<file path="src/rtl/rxq_pkg.sv">
package rxq_pkg;
  // strobes from the control to the storage
  typedef struct packed {
    logic push;
    logic pop;
    logic flush;
  } rxq_ctl_t;
endpackage

</file>
<file path="src/rtl/rxq_ctrl.sv">
module rxq_ctrl
  import rxq_pkg::*;
#(
  parameter int DEPTH = 2,
  localparam int CNT_W = $clog2(DEPTH + 1)
) (
  input  logic             clk,
  input  logic             rstN,
  input  logic             rxEnable,
  input  logic             frameValid,
  input  logic             readStrobe,
  output rxq_ctl_t         ctl,
  output logic [CNT_W-1:0] count,
  output logic             overrun
);
  localparam logic [CNT_W-1:0] FULL = CNT_W'(DEPTH);

  logic             popOk;
  logic [CNT_W-1:0] afterPop;
  logic             setOvr;

  always_comb begin
    popOk     = readStrobe && (count != '0);
    afterPop  = count - CNT_W'(popOk);
    ctl.flush = !rxEnable;
    ctl.pop   = rxEnable && popOk;
    ctl.push  = rxEnable && frameValid && !overrun && (afterPop < FULL);
    setOvr    = rxEnable && frameValid && !overrun && (afterPop == FULL);
  end

  always_ff @(posedge clk or negedge rstN) begin
    if (!rstN) begin
      count   <= '0;
      overrun <= 1'b0;
    end else if (ctl.flush) begin
      count   <= '0;
      overrun <= 1'b0;
    end else begin
      count <= count + CNT_W'(ctl.push) - CNT_W'(ctl.pop);
      if (setOvr) overrun <= 1'b1;
    end
  end

  // the count never exceeds the depth
  always_comb begin
    if (rstN) a_r2_count_bound: assert (count <= FULL);
  end

  // full, no read, a frame arrives -> overrun next cycle
  a_r3_full_sets_ovr: assert property (@(posedge clk) disable iff (!rstN)
    (rxEnable && frameValid && !readStrobe && count == FULL) |=> overrun);

  // overrun holds and blocks writes while enabled
  a_r4_ovr_sticky: assert property (@(posedge clk) disable iff (!rstN)
    (rxEnable && overrun) |=> overrun);
  a_r4_no_write: assert property (@(posedge clk) disable iff (!rstN)
    (rxEnable && overrun && !readStrobe) |=> $stable(count));

  // disabling clears everything
  a_r5_flush: assert property (@(posedge clk) disable iff (!rstN)
    !rxEnable |=> (!overrun && count == '0));

  // read and write together on a full queue never overruns
  a_r8_read_first: assert property (@(posedge clk) disable iff (!rstN)
    (rxEnable && frameValid && readStrobe && !overrun && count == FULL) |=> (!overrun && count == FULL));
endmodule

</file>
<file path="src/rtl/rxq_store.sv">
module rxq_store
  import rxq_pkg::*;
#(
  parameter int DATA_W = 8,
  parameter int DEPTH  = 2,
  localparam int ENT_W = DATA_W + 2,
  localparam int PTR_W = (DEPTH > 1) ? $clog2(DEPTH) : 1
) (
  input  logic             clk,
  input  logic             rstN,
  input  rxq_ctl_t         ctl,
  input  logic [ENT_W-1:0] wrEntry,
  output logic [ENT_W-1:0] headEntry
);
  localparam logic [PTR_W-1:0] LAST = PTR_W'(DEPTH - 1);

  logic [ENT_W-1:0] slot [DEPTH];
  logic [PTR_W-1:0] wrPtr, rdPtr;

  function automatic logic [PTR_W-1:0] nextPtr(input logic [PTR_W-1:0] p);
    return (p == LAST) ? '0 : p + PTR_W'(1);
  endfunction

  always_ff @(posedge clk or negedge rstN) begin
    if (!rstN) begin
      wrPtr <= '0;
      rdPtr <= '0;
    end else if (ctl.flush) begin
      wrPtr <= '0;
      rdPtr <= '0;
    end else begin
      if (ctl.push) wrPtr <= nextPtr(wrPtr);
      if (ctl.pop)  rdPtr <= nextPtr(rdPtr);
    end
  end

  for (genvar i = 0; i < DEPTH; i++) begin : g_slot
    always_ff @(posedge clk or negedge rstN) begin
      if (!rstN) slot[i] <= '0;
      else if (ctl.push && !ctl.flush && wrPtr == PTR_W'(i)) slot[i] <= wrEntry;
    end
  end

  assign headEntry = slot[rdPtr];

  // a pop with no push advances the read pointer only
  a_r6_pop_moves_head: assert property (@(posedge clk) disable iff (!rstN)
    (ctl.pop && !ctl.push && !ctl.flush) |=> (rdPtr != $past(rdPtr) && $stable(wrPtr)));
endmodule

</file>
<file path="src/rtl/rx_frame_queue.sv">
module rx_frame_queue
  import rxq_pkg::*;
#(
  parameter int DATA_W = 8,
  parameter int DEPTH  = 2
) (
  input  logic              clk,
  input  logic              rstN,
  input  logic              rxEnable,
  input  logic              frameValid,
  input  logic [DATA_W-1:0] frameData,
  input  logic              frameBit9,
  input  logic              frameErr,
  input  logic              readStrobe,
  input  logic              irqEnable,
  output logic [DATA_W-1:0] headData,
  output logic              headBit9,
  output logic              headErr,
  output logic              dataAvail,
  output logic              overrun,
  output logic              irq
);
  localparam int ENT_W = DATA_W + 2;
  localparam int CNT_W = $clog2(DEPTH + 1);

  rxq_ctl_t         ctl;
  logic [CNT_W-1:0] count;
  logic [ENT_W-1:0] headEntry;

  rxq_ctrl #(.DEPTH(DEPTH)) ctrl_i (
    .clk(clk), .rstN(rstN), .rxEnable(rxEnable), .frameValid(frameValid),
    .readStrobe(readStrobe), .ctl(ctl), .count(count), .overrun(overrun)
  );

  rxq_store #(.DATA_W(DATA_W), .DEPTH(DEPTH)) store_i (
    .clk(clk), .rstN(rstN), .ctl(ctl),
    .wrEntry({frameErr, frameBit9, frameData}),
    .headEntry(headEntry)
  );

  assign headData  = headEntry[DATA_W-1:0];
  assign headBit9  = headEntry[DATA_W];
  assign headErr   = headEntry[DATA_W+1];
  assign dataAvail = (count != '0);
  assign irq       = dataAvail && irqEnable;

  // a read on an empty queue with no frame leaves it empty
  a_r7_empty_read: assert property (@(posedge clk) disable iff (!rstN)
    (rxEnable && readStrobe && !frameValid && !dataAvail) |=> !dataAvail);

  // a frame accepted into an empty queue makes data available
  a_r2_avail_rise: assert property (@(posedge clk) disable iff (!rstN)
    (rxEnable && frameValid && !overrun && !dataAvail) |=> dataAvail);
endmodule

</file>
<file path="config.mk">
export PLATFORM = sky130hd
export DESIGN_NAME = rx_frame_queue
export DESIGN_NICKNAME = d
export VERILOG_FILES = /design/src/rtl/rxq_pkg.sv /design/src/rtl/rxq_ctrl.sv /design/src/rtl/rxq_store.sv /design/src/rtl/rx_frame_queue.sv
export SDC_FILE = /design/constraint.sdc
export NUM_CORES = 1
export LEC_CHECK = 0
export BUFFER_PORTS_ARGS = -buffer_cell sky130_fd_sc_hd__buf_2
export CELL_PAD_IN_SITES_DETAIL_PLACEMENT = 0
export CELL_PAD_IN_SITES_GLOBAL_PLACEMENT = 1
export CORE_UTILIZATION = 45
export CTS_CLUSTER_DIAMETER = 40
export CTS_CLUSTER_SIZE = 8
export DETAILED_ROUTE_END_ITERATION = 16
export PLACE_DENSITY_LB_ADDON = 0.3
export SYNTH_ARGS = -nofsm -noshare
export SYNTH_HDL_FRONTEND = slang
export SYNTH_SLANG_ARGS = --single-unit
export TNS_END_PERCENT = 1
</file>
<file path="constraint.sdc">
create_clock -name clk -period 4 [get_ports clk]
set_input_delay 0 -clock clk [delete_from_list [all_inputs] [get_ports clk]]
set_output_delay 0 -clock clk [all_outputs]
set_load 0.005 [all_outputs]
</file>
==> impl_metrics.env <==
export IMPL_status="finished, final reports clean"
export IMPL_slowest_stage="dfrtp_1"
export IMPL_ys_seq_area_share_pct=51.8
export IMPL_vias_per_cell=5.01
export IMPL_syn_nets=101
export IMPL_clkSinkCount=25
export IMPL_skew_ns=0.00143
export IMPL_initial_core_util_pct=48.3
export IMPL_vdd_ir_drop_max_mv=0.432
export IMPL_rsz0062_at_grt="false"
export IMPL_postCtsSetupRepairBufs=0
export IMPL_clock_fmax_ghz=0.404
export IMPL_hpwl_um=1410
export IMPL_grt_use_total_pct=16.4
export IMPL_die_y_um=53.8
export IMPL_cts_made_buffers=3
export IMPL_synthCells=82
export IMPL_synth_xor_area_share_pct=2.90
export IMPL_finalNetCount=145
export IMPL_vias=776
export IMPL_cp_cell_sequence="o21a_1 -> ha_1 -> xor2_1 -> or3_1 -> ha_1 -> inv_1 -> ha_1 -> xnor2_1 -> xnor2_1 -> and2_1"
export IMPL_antenna_left=0
export IMPL_synthFlopType="dfrtp_1"
export IMPL_synthTopCellsByCount="dfrtp_1, mux2_2, mux2_4, and2_1"
export IMPL_synth_most_common_cell="dfrtp_1"
export IMPL_cts_root_to_sink_buffers=2
export IMPL_yosysUniqueCellTypes=19
export IMPL_stdcell_area_mm2=0.00153
export IMPL_crit_path_end_kind="flip-flop"
export IMPL_synth_area_per_cell_um2=14.7
export IMPL_drc=0
export IMPL_max_cap_violations=0
export IMPL_synth_top_cell_area_share_pct=51.8
export IMPL_fin_crit_sh_pct=61.9
export IMPL_first_global_vias=769
export IMPL_wl_um=2040
export IMPL_dpl_cell_area_mm2=0.00137
export IMPL_synth_area_mm2=0.00121
export IMPL_synth_simple_gate_area_share_pct=7.45
export IMPL_synth_compound_area_share_pct=1.86
export IMPL_grt_pass1_wl_um=3330
export IMPL_cts_tree="yes"
export IMPL_grt_max_degree=26
export IMPL_synth_edf_count=0
export IMPL_ios=29
export IMPL_p_per_area_mw_per_mm2=668
export IMPL_drive_gt1_share_pct=52.0
export IMPL_drtIter0Drc=3
export IMPL_hold_viol_final=0
export IMPL_power_w=0.00102
export IMPL_cp_max_fo=5
export IMPL_synth_adder_area_share_pct=3.11
export IMPL_synthArstFlopShare_pct=100
export IMPL_synth_top_area_cell="dfrtp_1"
export IMPL_final_setup_viol_count=0
export IMPL_clk_pin_slew_ns=0.12
export IMPL_cp_arrival_ns=2.69
export IMPL_dieArea_mm2=0.00290
export IMPL_slowest_delay_ns=0.46
export IMPL_clk_latency_ns=0.30
export IMPL_synthTopCellsByArea="dfrtp_1, mux2_2, mux2_4, ha_1, xnor2_1"
export IMPL_start_kind="flip-flop"
export IMPL_setup_tns_final_ns=0
export IMPL_n_antenna_cell=0
export IMPL_std_cell_rows=18
export IMPL_dr_pass1_iters=3
export IMPL_cp_buffers_inverters=1
export IMPL_fin_crit_ns=2.48
export IMPL_synth_ff_latch_count=25
export IMPL_p_leak_nw=0.745
export IMPL_core_area_mm2=0.00250
export IMPL_final_max_slew_viol_count=0
export IMPL_slew_headroom_pct=51.1
export IMPL_crit_type="flip-flop to flip-flop"
export IMPL_muxShareOfSynthArea_pct=30.7
export IMPL_holdCritPathClass="input pin to flip-flop"
export IMPL_grt_antenna_before_repair=0
export IMPL_grt_overflow_total=0
export IMPL_die_width_um=53.8
export IMPL_worst_slew_pin_slew_ns=0.728
export IMPL_cpMostUsedCell="ha_1"
export IMPL_htree_levels=1
export IMPL_gp_congestion=0.666
export IMPL_root_buffer="clkbuf_4"
export IMPL_critPathTopFamily="adder cells"
export IMPL_post_route_util_pct=61.2
export IMPL_cp_required_ns=4.21
export IMPL_wire_per_inst_um=13.2
export IMPL_syn2layout_area_growth_pct=26.5
export IMPL_io_buffer_count=28
export IMPL_synth_top_family_by_area="multiplexers"
export IMPL_yosysWarnings=0
## sequential cells by signal, indices dropped and copies added, names as in the netlist
signal / cells
store_i.slot: 20
ctrl_i.count: 2
ctrl_i.overrun: 1
store_i.rdPtr: 1
store_i.wrPtr: 1
## where the power goes
part / leakage (nW) / total [W] / internal, W / switching [W]
Sequential: 0.306 / 0.000459 / 0.000373 / 0.0000859
Combinational: 0.421 / 0.000459 / 0.000301 / 0.000158
Clock: 0.0177 / 0.000105 / 0.0000373 / 0.0000675
Total: 0.745 / 0.00102 / 0.000711 / 0.000311
## through the flow
step | setup WS (ns) | instances | hold slack, ns
global route | 1.40 | 155 | 0.102
finish | 1.52 | 155 | 0.112
global placement | 1.62 | 138 | 0.0233
detailed placement | 1.54 | 138 | 0.0217
CTS | 1.52 | 155 | 0.0965
floorplan | 1.68 | 82 | -0.296
## layout by cell type, fill, tap and decap left out, drive strengths merged, types with 2 or more instances in the layout
cell,instances
xnor2,3
clkbuf,3
buf,28
and2,4
nor2b,2
inv,3
ha,3
dlygate4sd3,13
nand2,2
dfrtp,25
mux2,30
## metal layers
| layer | up-vias | wire length (um) | global-route usage (%) |
|---|---|---|---|
| met4 | 0 | 19 | 5.26 |
| met1 | 387 | 970 | 19.2 |
| met2 | 17 | 962 | 28.4 |
| li1 | 370 | - | - |
| met3 | 2 | 91 | 5.08 |
| met5 | - | 0 | 0 |
## path summary, 6_finish.rpt
path / from / endpoint / slack [ns] / cells after the start
max in group asynchronous: rstN / store_i.wrPtr / 3.45 / 2
min reg2reg: store_i.slot[4] / store_i.slot[4] / 0.52 / 1
max reg2reg: ctrl_i.count[1] / ctrl_i.count[1] / 1.52 / 10
max: ctrl_i.count[1] / ctrl_i.count[1] / 1.52 / 10
min in group asynchronous: rstN / ctrl_i.count[1] / 0.20 / 2
min: readStrobe / store_i.rdPtr / 0.11 / 4
## worst reg2reg max path, stage by stage (launching register included)
cell	delay (ns)
dfrtp_1	0.46
o21a_1	0.23
ha_1	0.20
xor2_1	0.21
or3_1	0.39
ha_1	0.28
inv_1	0.04
ha_1	0.19
xnor2_1	0.14
xnor2_1	0.12
and2_1	0.14
## cell families (layout without fill, tap and decap cells)
logic type	Yosys count	in the layout
xor+xnor	4	4
simple gates	12	12
compound gates	3	3
mux	30	30
buf+inv	5	48
fa+ha+maj	3	3
flops	25	25
## layout make-up
type	instances	area (um2)
Tap cell	30	37.5
Multi-Input combinational cell	52	557
Fill cell	206	971
Timing Repair Buffer	41	270
Inverter	3	11.3
Clock inverter	1	5.00
Clock buffer	3	22.5
Sequential cell	25	626
## what timing repair did
item,CTS,global route
endpoints found under the setup margin,0,0
hold endpoints to repair,50,0
gates resized for setup,0,0
hold buffers,13,0
No activity file was read; power rests on OpenSTA's default activity.
